$ cat src/rtl/periph_cmd_resp.sv
module periph_cmd_resp #(
  parameter logic [3:0] KBD_ADDR_INIT    = 4'd2,
  parameter logic [3:0] PTR_ADDR_INIT    = 4'd3,
  parameter logic [7:0] KBD_HANDLER_INIT = 8'h02,
  parameter logic [7:0] PTR_HANDLER_INIT = 8'h01,
  parameter int         DELTA_W          = 10,
  parameter int         DELTA_LIM        = 63
) (
  input  logic                      clk,
  input  logic                      rst_n,
  input  logic                      in_valid,
  output logic                      in_ready,
  input  logic [7:0]                in_data,
  input  logic                      in_first,
  input  logic                      in_last,
  output logic                      out_valid,
  input  logic                      out_ready,
  output logic [7:0]                out_data,
  output logic                      out_last,
  output logic [2:0]                out_len,
  input  logic                      key_valid,
  output logic                      key_ready,
  input  logic [6:0]                key_code,
  input  logic                      key_release,
  input  logic                      ptr_valid,
  output logic                      ptr_ready,
  input  logic signed [DELTA_W-1:0] ptr_dx,
  input  logic signed [DELTA_W-1:0] ptr_dy,
  input  logic                      ptr_left,
  input  logic                      ptr_right
);

  localparam logic signed [DELTA_W-1:0] LIM_P = DELTA_W'(DELTA_LIM);
  localparam logic signed [DELTA_W-1:0] LIM_N = -LIM_P;
  localparam logic [7:0] RPT_HDR = 8'h40;
  localparam logic [1:0] OP_LISTEN = 2'b10;
  localparam logic [1:0] OP_TALK   = 2'b11;

  logic       busy;
  logic [1:0] ridx;
  logic [2:0] rlen;
  logic [7:0] rbuf [4];

  logic [1:0] cnt;
  logic [7:0] cb, d1, d2;
  logic [3:0] kaddr, paddr;
  logic [7:0] khnd;

  logic       open_pkt, in_acc, done;
  logic [1:0] pos;
  logic [7:0] c_cmd, c_d1, c_d2;

  logic       k_hit, p_hit;
  logic [3:0] dev_addr;
  logic [7:0] dev_hnd;
  logic [2:0] n_len;
  logic [7:0] n_b [4];
  logic [3:0] n_kaddr, n_paddr;
  logic [7:0] n_khnd;

  assign in_ready  = !busy;
  assign out_valid = busy;
  assign out_data  = rbuf[ridx];
  assign out_len   = rlen;
  assign out_last  = busy && ({1'b0, ridx} == rlen - 3'd1);

  assign open_pkt  = cnt != 2'd0;
  assign key_ready = !busy && !open_pkt && !in_valid;
  assign ptr_ready = key_ready && !key_valid;

  assign in_acc = in_valid && in_ready && (in_first || open_pkt);
  assign done   = in_acc && in_last;
  assign pos    = in_first ? 2'd0 : cnt;
  assign c_cmd  = in_first ? in_data : cb;
  assign c_d1   = (pos == 2'd1) ? in_data : ((pos >= 2'd2) ? d1 : 8'h00);
  assign c_d2   = (pos == 2'd2) ? in_data : ((pos == 2'd3) ? d2 : 8'h00);

  function automatic logic [6:0] clamp7(input logic signed [DELTA_W-1:0] v);
    if (v > LIM_P)      clamp7 = LIM_P[6:0];
    else if (v < LIM_N) clamp7 = LIM_N[6:0];
    else                clamp7 = v[6:0];
  endfunction

  assign k_hit    = c_cmd[7:4] == kaddr;
  assign p_hit    = !k_hit && (c_cmd[7:4] == paddr);
  assign dev_addr = k_hit ? kaddr : paddr;
  assign dev_hnd  = k_hit ? khnd : PTR_HANDLER_INIT;

  always_comb begin
    n_len   = 3'd0;
    n_kaddr = kaddr;
    n_paddr = paddr;
    n_khnd  = khnd;
    for (int i = 0; i < 4; i++) n_b[i] = 8'h00;
    if (c_cmd == 8'h00 || c_cmd[3:0] == 4'h1) begin
      n_len = 3'd2;
    end else if (!k_hit && !p_hit) begin
      n_len  = 3'd1;
      n_b[0] = 8'h02;
    end else if (c_cmd[3:2] == OP_LISTEN) begin
      if (c_cmd[1]) n_len = 3'd1;
      if (c_cmd[1:0] == 2'b11 && c_d2 != 8'hFF) begin
        if (k_hit) n_kaddr = c_d1[3:0];
        else       n_paddr = c_d1[3:0];
        if (k_hit && !(c_d2 inside {8'hFE, 8'hFD, 8'h00})) n_khnd = c_d2;
      end
    end else if (c_cmd[3:2] == OP_TALK) begin
      case (c_cmd[1:0])
        2'd1: n_len = 3'd1;
        2'd2: if (k_hit) begin
          n_len  = 3'd3;
          n_b[2] = 8'h07;
        end
        2'd3: begin
          n_len  = 3'd3;
          n_b[1] = dev_hnd;
          n_b[2] = {4'h0, dev_addr};
        end
        default: ;
      endcase
    end
  end

  always_ff @(posedge clk or negedge rst_n) begin
    if (!rst_n) begin
      busy  <= 1'b0;
      ridx  <= 2'd0;
      rlen  <= 3'd0;
      for (int i = 0; i < 4; i++) rbuf[i] <= 8'h00;
      cnt   <= 2'd0;
      cb    <= 8'h00;
      d1    <= 8'h00;
      d2    <= 8'h00;
      kaddr <= KBD_ADDR_INIT;
      paddr <= PTR_ADDR_INIT;
      khnd  <= KBD_HANDLER_INIT;
    end else begin
      if (in_acc) begin
        if (in_first) begin
          cb  <= in_data;
          cnt <= 2'd1;
        end else begin
          if (cnt == 2'd1) d1 <= in_data;
          if (cnt == 2'd2) d2 <= in_data;
          if (cnt != 2'd3) cnt <= cnt + 2'd1;
        end
        if (in_last) cnt <= 2'd0;
      end
      if (done) begin
        kaddr <= n_kaddr;
        paddr <= n_paddr;
        khnd  <= n_khnd;
      end
      if (busy) begin
        if (out_ready) begin
          if (out_last) busy <= 1'b0;
          else          ridx <= ridx + 2'd1;
        end
      end else if (done && n_len != 3'd0) begin
        busy <= 1'b1;
        ridx <= 2'd0;
        rlen <= n_len;
        for (int i = 0; i < 4; i++) rbuf[i] <= n_b[i];
      end else if (key_valid && key_ready) begin
        busy    <= 1'b1;
        ridx    <= 2'd0;
        rlen    <= 3'd4;
        rbuf[0] <= RPT_HDR;
        rbuf[1] <= {kaddr, 4'hC};
        rbuf[2] <= {key_release, key_code};
        rbuf[3] <= 8'hFF;
      end else if (ptr_valid && ptr_ready) begin
        busy    <= 1'b1;
        ridx    <= 2'd0;
        rlen    <= 3'd4;
        rbuf[0] <= RPT_HDR;
        rbuf[1] <= {paddr, 4'hC};
        rbuf[2] <= {ptr_left, clamp7(ptr_dy)};
        rbuf[3] <= {ptr_right, clamp7(ptr_dx)};
      end
    end
  end

endmodule

$ cat config.mk
export PLATFORM = sky130hd
export DESIGN_NAME = periph_cmd_resp
export DESIGN_NICKNAME = d
export VERILOG_FILES = /design/src/rtl/periph_cmd_resp.sv
export SDC_FILE = /design/constraint.sdc
export NUM_CORES = 1
export LEC_CHECK = 0
export CORE_ASPECT_RATIO = 1.4
export CORE_MARGIN = 2
export CORE_UTILIZATION = 30
export DETAILED_ROUTE_END_ITERATION = 7
export PLACE_DENSITY = 0.49
export SKIP_CTS_REPAIR_TIMING = 1
export SYNTH_ARGS = -nofsm -noshare
export SYNTH_HDL_FRONTEND = slang
export SYNTH_SLANG_ARGS = --single-unit
$ cat constraint.sdc
create_clock -name clk -period 7.6 [get_ports clk]
set_input_delay 1.14 -clock clk [delete_from_list [all_inputs] [get_ports clk]]
set_output_delay 1.14 -clock clk [all_outputs]
set_load 0.05 [all_outputs]
* Word-level counts from Yosys, hierarchy flattened
Cells that the tools add are included.
** Operators by class
- Reduce and logical (&&, ||, !) cells :: 39
- Bitwise logic cells :: 6
- Multiplexer cells :: 51
- Equality and inequality tests :: 20
- Order comparisons :: 6
- Add/sub/neg operators :: 3
** Operator list (count)
- 32-bit 2-to-1 mux :: 3
- 8-bit 2-to-1 mux :: 7
- 16-bit 2-to-1 mux :: 3
- 7-bit 2-to-1 mux :: 4
- 2-bit 2-to-1 mux :: 13
- 24-bit 2-to-1 mux :: 1
- 3-bit 2-to-1 mux :: 7
- 10-bit by 7-bit greater-than comparator with 1-bit output (second input constant) :: 2
- 10-bit by 7-bit less-than comparator with 1-bit output (second input constant) :: 2
- 6-bit AND reduction :: 3
- 8-bit binary-select mux with 2-bit select :: 1
- 8-bit equality test (second input constant) :: 2
- 8-bit zero test :: 2
- 8-bit one-hot mux with 2 select lines :: 1
- 2-bit equality test (second input constant) :: 7
- 1-bit logical AND :: 14
- 4-bit 2-to-1 mux :: 3
- 3-bit nonzero test :: 4
- 3-bit AND reduction :: 3
- 4-bit equality test :: 2
- 8-bit != test (second input constant) :: 1
- 1-bit zero test :: 7
- 1-bit 2-to-1 mux :: 7
- 2-bit by 1-bit equality test with 1-bit output (second input constant) :: 3
- other kinds (14) :: 23
** Word-level totals
- Logic and storage cells :: 139
- Output and inout port bits :: 16
- Input bits :: 46
- Bits in registers :: 76

* Logic depth before layout (Yosys ltp)
- Depth after elaboration :: 12
- Mapped depth :: 12
- Mapped depth without buffers :: 8

* Worst setup path before layout
Ideal clock, no wire load.
- Kind :: input-to-output
- From :: in in_valid
- To :: out ptr_ready
- Setup slack :: 3.123 ns
- Buffers on the path :: 0
- Data arrival time :: 3.337 ns
- Required time :: 6.460 ns
- Cell stages on the path :: 2
- Cells stage by stage :: nor3b_1 -> nor2b_1
** Between the ends
- Cells in the longest elaborated chain, start to end :: 3
** RTL lines
- start, declared :: RTL line 11 : input logic in_valid,
- 1-bit zero test :: RTL line 68 : assign key_ready = !busy && !open_pkt && !in_valid;
- 1-bit logical AND :: RTL line 68
- 1-bit logical AND :: RTL line 69 : assign ptr_ready = key_ready && !key_valid;
- end, declared :: RTL line 26 : output logic ptr_ready,
No other way between the ends.

* Worst setup path after layout
- From :: in in_first
- To :: reg rbuf[3] (netlist name)
** Between the ends
- Cells in the longest elaborated chain, start to end :: 12
- Elaborated cells on any way between the ends :: 30
- Classes of those cells :: 8 x eq/ne; 9 x mux; 13 x reduce/logical
** RTL lines
- start, declared :: RTL line 14 : input logic in_first,
- 8-bit 2-to-1 mux
- 4-bit equality test :: RTL line 84 : assign k_hit = c_cmd[7:4] == kaddr;
- 2-bit 2-to-1 mux / 1-bit zero test (equally long branches) :: RTL line 110, 85, 97
- 2-bit one-hot mux with 3 select lines / 1-bit logical AND (equally long branches) :: RTL line 108, 85
- 2-bit 2-to-1 mux / 1-bit zero test (equally long branches) :: RTL line 107, 97
- 3-bit 2-to-1 mux / 1-bit logical AND (equally long branches) :: RTL line 100, 97
- 3-bit 2-to-1 mux :: RTL line 97 : end else if (!k_hit && !p_hit) begin
- 3-bit 2-to-1 mux :: RTL line 95 : if (c_cmd == 8'h00 || c_cmd[3:0] == 4'h1) begin
- 3-bit nonzero test :: RTL line 159 : end else if (done && n_len != 3'd0) begin
- 1-bit logical AND (*) :: RTL line 159
- 3-bit nonzero test (no source line)
- 2-bit AND reduction (no source line)
- end, declared :: RTL line 42 : logic [7:0] rbuf [4];
Mark *: on every way between the ends. The rest lies on a longest branch, timed or not.
A chain may end at the register's enable or synchronous reset.

==> metrics.md <==
| Metric | Value |
|---|---|
| Status | finished, final reports clean |
| Main synth FF type | dfrtp_1 |
| DR pass1 iterations | 5 |
| Vias in the first global route | 3428 |
| Height of the die | 144.4 µm |
| Crit. End Element | flop |
| Startpoint types | input port |
| Initial Util | 30.49% |
| Routed len/inst | 17.44 µm |
| Fin Setup TNS | 0 ns |
| Total number of vias | 3365 |
| Syn-to-layout area delta | 22.79% |
| Setup ws final | 2.702 ns |
| Reg2reg path depth | 8 |
| DRC Markers | 0 |
| Async SR Flop Fraction | 100.0% |
| Mapped Avg Cell Area | 9.795 µm² |
| 1st-iter DRT viols | 152 |
| Register area share after synthesis | 41.02% |
| Pleak | 2.069 nW |
| Clk Latency, worst-skew pair | 0.33 ns |
| Crit Path Max Fanout | 26 |
| Worst hold path class | reg -> reg |
| CTS Buf Count | 9 |
| RSZ-0062 raised after global routing | no |
| Fin nets | 532 |
| Number of synthesized flops with an enable pin | 0 |
| Rel. slew slack | 21.31% |
| Fin Hold WS | 0.5002 ns |
| Final setup viols | 0 |
| Synth Instances | 431 |
| Layout cells sized above 1 | 17.15% |
| Antenna Nets Post-Route | 0 |
| Footprint of the multi-input gates | 2288 µm² |
| Clk sinks | 69 |
| Mapped Area | 4222 µm² |
| Crit path required time | 7.76 ns |
| Critical path class | in -> reg |
| TritonCTS clock tree | done |
| Pwr/cell area | 333.0 nW/µm² |
| Final Hold Viols | 0 |
| Syn_nets | 482 |
| Placed wire-length estimate | 8727 µm |
| Worst Clk Skew | 0.008461 ns |
| Syn. warnings | 0 |
| Row cnt | 51 |
| Max cap viols | 0 |
| Via density per instance | 5.030 |
| ANT cells | 0 |
| Die area | 15050 µm² |
| Peak supply drop | 0.0001458 V |
| FF/Latch Area | 1732 µm² |
| Netlist cell types | 66 |
| Slowest cell delay on critical path | 0.97 ns |
| Min Tclk post-route | 4.898 ns |
| Core area | 13850 µm² |
| Slew @ Worst Pin | 1.180 ns |
| Hold path cells | 1 |
| Commonest cells after routing, fill and taps aside | dfrtp_1, clkdlybuf4s50_1, nand2_1 |
| Max Freq | 204.2 MHz |
| Total track usage | 16.21% |
| Synth Register Bits | 69 |
| Clk slew on worst S/H paths | 0.06 ns |
| Arr. time, crit path | 5.06 ns |
| Highest-delay cell along the critical path | or2_1 |
| Fill cells | 1422 |
| DP Worst Slack | 2.343 ns |
| H-tree depth | 3 |
| Slew Viols, Final | 0 |
| Final worst path period share | 64.45% |
| DRT Wirelength | 11670 µm |
| GRT Residual Overflow | 0 |
| Io pins | 62 |
| Crit-path cells | clkdlybuf4s50_1, buf_4, mux2i_2, xnor2_1, nor4_2, o21ai_1, a31oi_2, or2_1, o22ai_1 |
| Largest net degree at the start of global routing | 70 |
| Commonest non-fill, non-tap cell in the layout | dfrtp_1 |
| Antenna violations before repair | 0 |
| Routability cong. | 0.8005 |
| Root buffer cell | clkbuf_16 |
| First-pass GRT wire length | 18860 µm |
| Chip width | 104.3 µm |
| I/O Buffers | 61 |
| Clock tree buffer depth | 2 |
==> logic make-up after synthesis <==
kind of cell	Yosys count	synth area share, %
AND/OR/NAND/NOR	139	16.03
XOR/XNOR	11	2.282
multiplexers	61	16.57
AO/OA/AOI/OAI	111	17.58
adder cells (fa/ha/maj)	5	1.482
flip-flops	69	41.02
buffers and inverters	35	5.038
==> path summary, 6_finish.rpt <==
check                           to     start  slack [ns]
max                        rbuf[3]  in_first        2.70
min                          d2[2]     d2[2]        0.50
max reg2reg                rbuf[3]    cnt[0]        3.48
min reg2reg                  d2[2]     d2[2]        0.50
max in group asynchronous    cb[6]     rst_n        6.00
min in group asynchronous  rbuf[6]     rst_n        1.02
==> per-stage QoR <==
step           cells  power (mW)  util (%)  instance area [µm²]
4_1_cts          669       1.750     37.44                 5184
3_3_place_gp     655       1.349     35.51                 4917
5_1_grt          669       1.848     37.44                 5184
3_5_place_dp     655       1.361     35.51                 4917
2_1_floorplan    431       1.113         -                 4222
6_report         669       1.726     37.44                 5184
==> registers in the layout, summed over array words and instances, names as in the netlist <==
| signal | flops |
|---|---|
| cnt | 2 |
| khnd | 8 |
| paddr | 4 |
| ridx | 2 |
| kaddr | 4 |
| cb | 8 |
| d1 | 4 |
| d2 | 8 |
| rbuf | 26 |
| out_len | 2 |
| out_valid | 1 |
==> cell usage after synthesis, drive strengths merged, types with 2 or more instances <==
cell / number / area [µm²]
dfrtp: 65 / 1627
nand2: 54 / 202.7
a21oi: 37 / 185.2
o21ai: 33 / 202.7
mux2: 32 / 360.3
mux2i: 27 / 294.0
nor2: 25 / 96.35
nand3: 21 / 115.1
buf: 13 / 130.1
clkbuf: 12 / 45.04
inv: 10 / 37.54
o22ai: 10 / 81.33
xnor2: 9 / 78.83
nor3: 8 / 40.04
o211ai: 8 / 60.06
ha: 5 / 62.56
nor2b: 5 / 33.78
nor4: 5 / 43.79
dfstp: 4 / 105.1
nand2b: 4 / 27.53
or4: 4 / 30.03
a21o: 3 / 22.52
a31oi: 3 / 40.04
nor3b: 3 / 22.52
or2: 3 / 18.78
a211oi: 2 / 15.01
and2: 2 / 12.51
mux4: 2 / 45.04
nand3b: 2 / 15.01
o21bai: 2 / 15.01
xor2: 2 / 17.52
==> metal layers <==
metal | vias up | wire (µm) | global-route usage, %
met5 | - | 0 | 0
met1 | 1639 | 5019 | 19.13
li1 | 1654 | - | -
met3 | 10 | 287 | 2.704
met4 | 0 | 250 | 6.686
met2 | 62 | 6113 | 29.29
==> final cells by class <==
| class | instances | area share, % |
|---|---|---|
| Sequential cell | 69 | 33.41 |
| Tap cell | 185 | 4.465 |
| Inverter | 10 | 0.7241 |
| Multi-Input combinational cell | 327 | 44.15 |
| Clock buffer | 12 | 4.948 |
| Timing Repair Buffer | 64 | 12.12 |
| Clock inverter | 2 | 0.1931 |
==> where the power goes <==
| group | internal [mW] | total, mW | switching (mW) |
|---|---|---|---|
| sequential | 0.484 | 0.604 | 0.120 |
| combinational | 0.306 | 0.740 | 0.434 |
| clock | 0.234 | 0.383 | 0.149 |
==> worst max-delay path, delay by kind of cell <==
kind                   cells  cell delay (ns)
XOR/XNOR                   1             0.11
buffers and inverters      2             0.75
AND/OR/NAND/NOR            2             1.81
multiplexers               1             0.32
AO/OA/AOI/OAI              3             0.91
No activity file was read; power rests on OpenSTA's default activity.
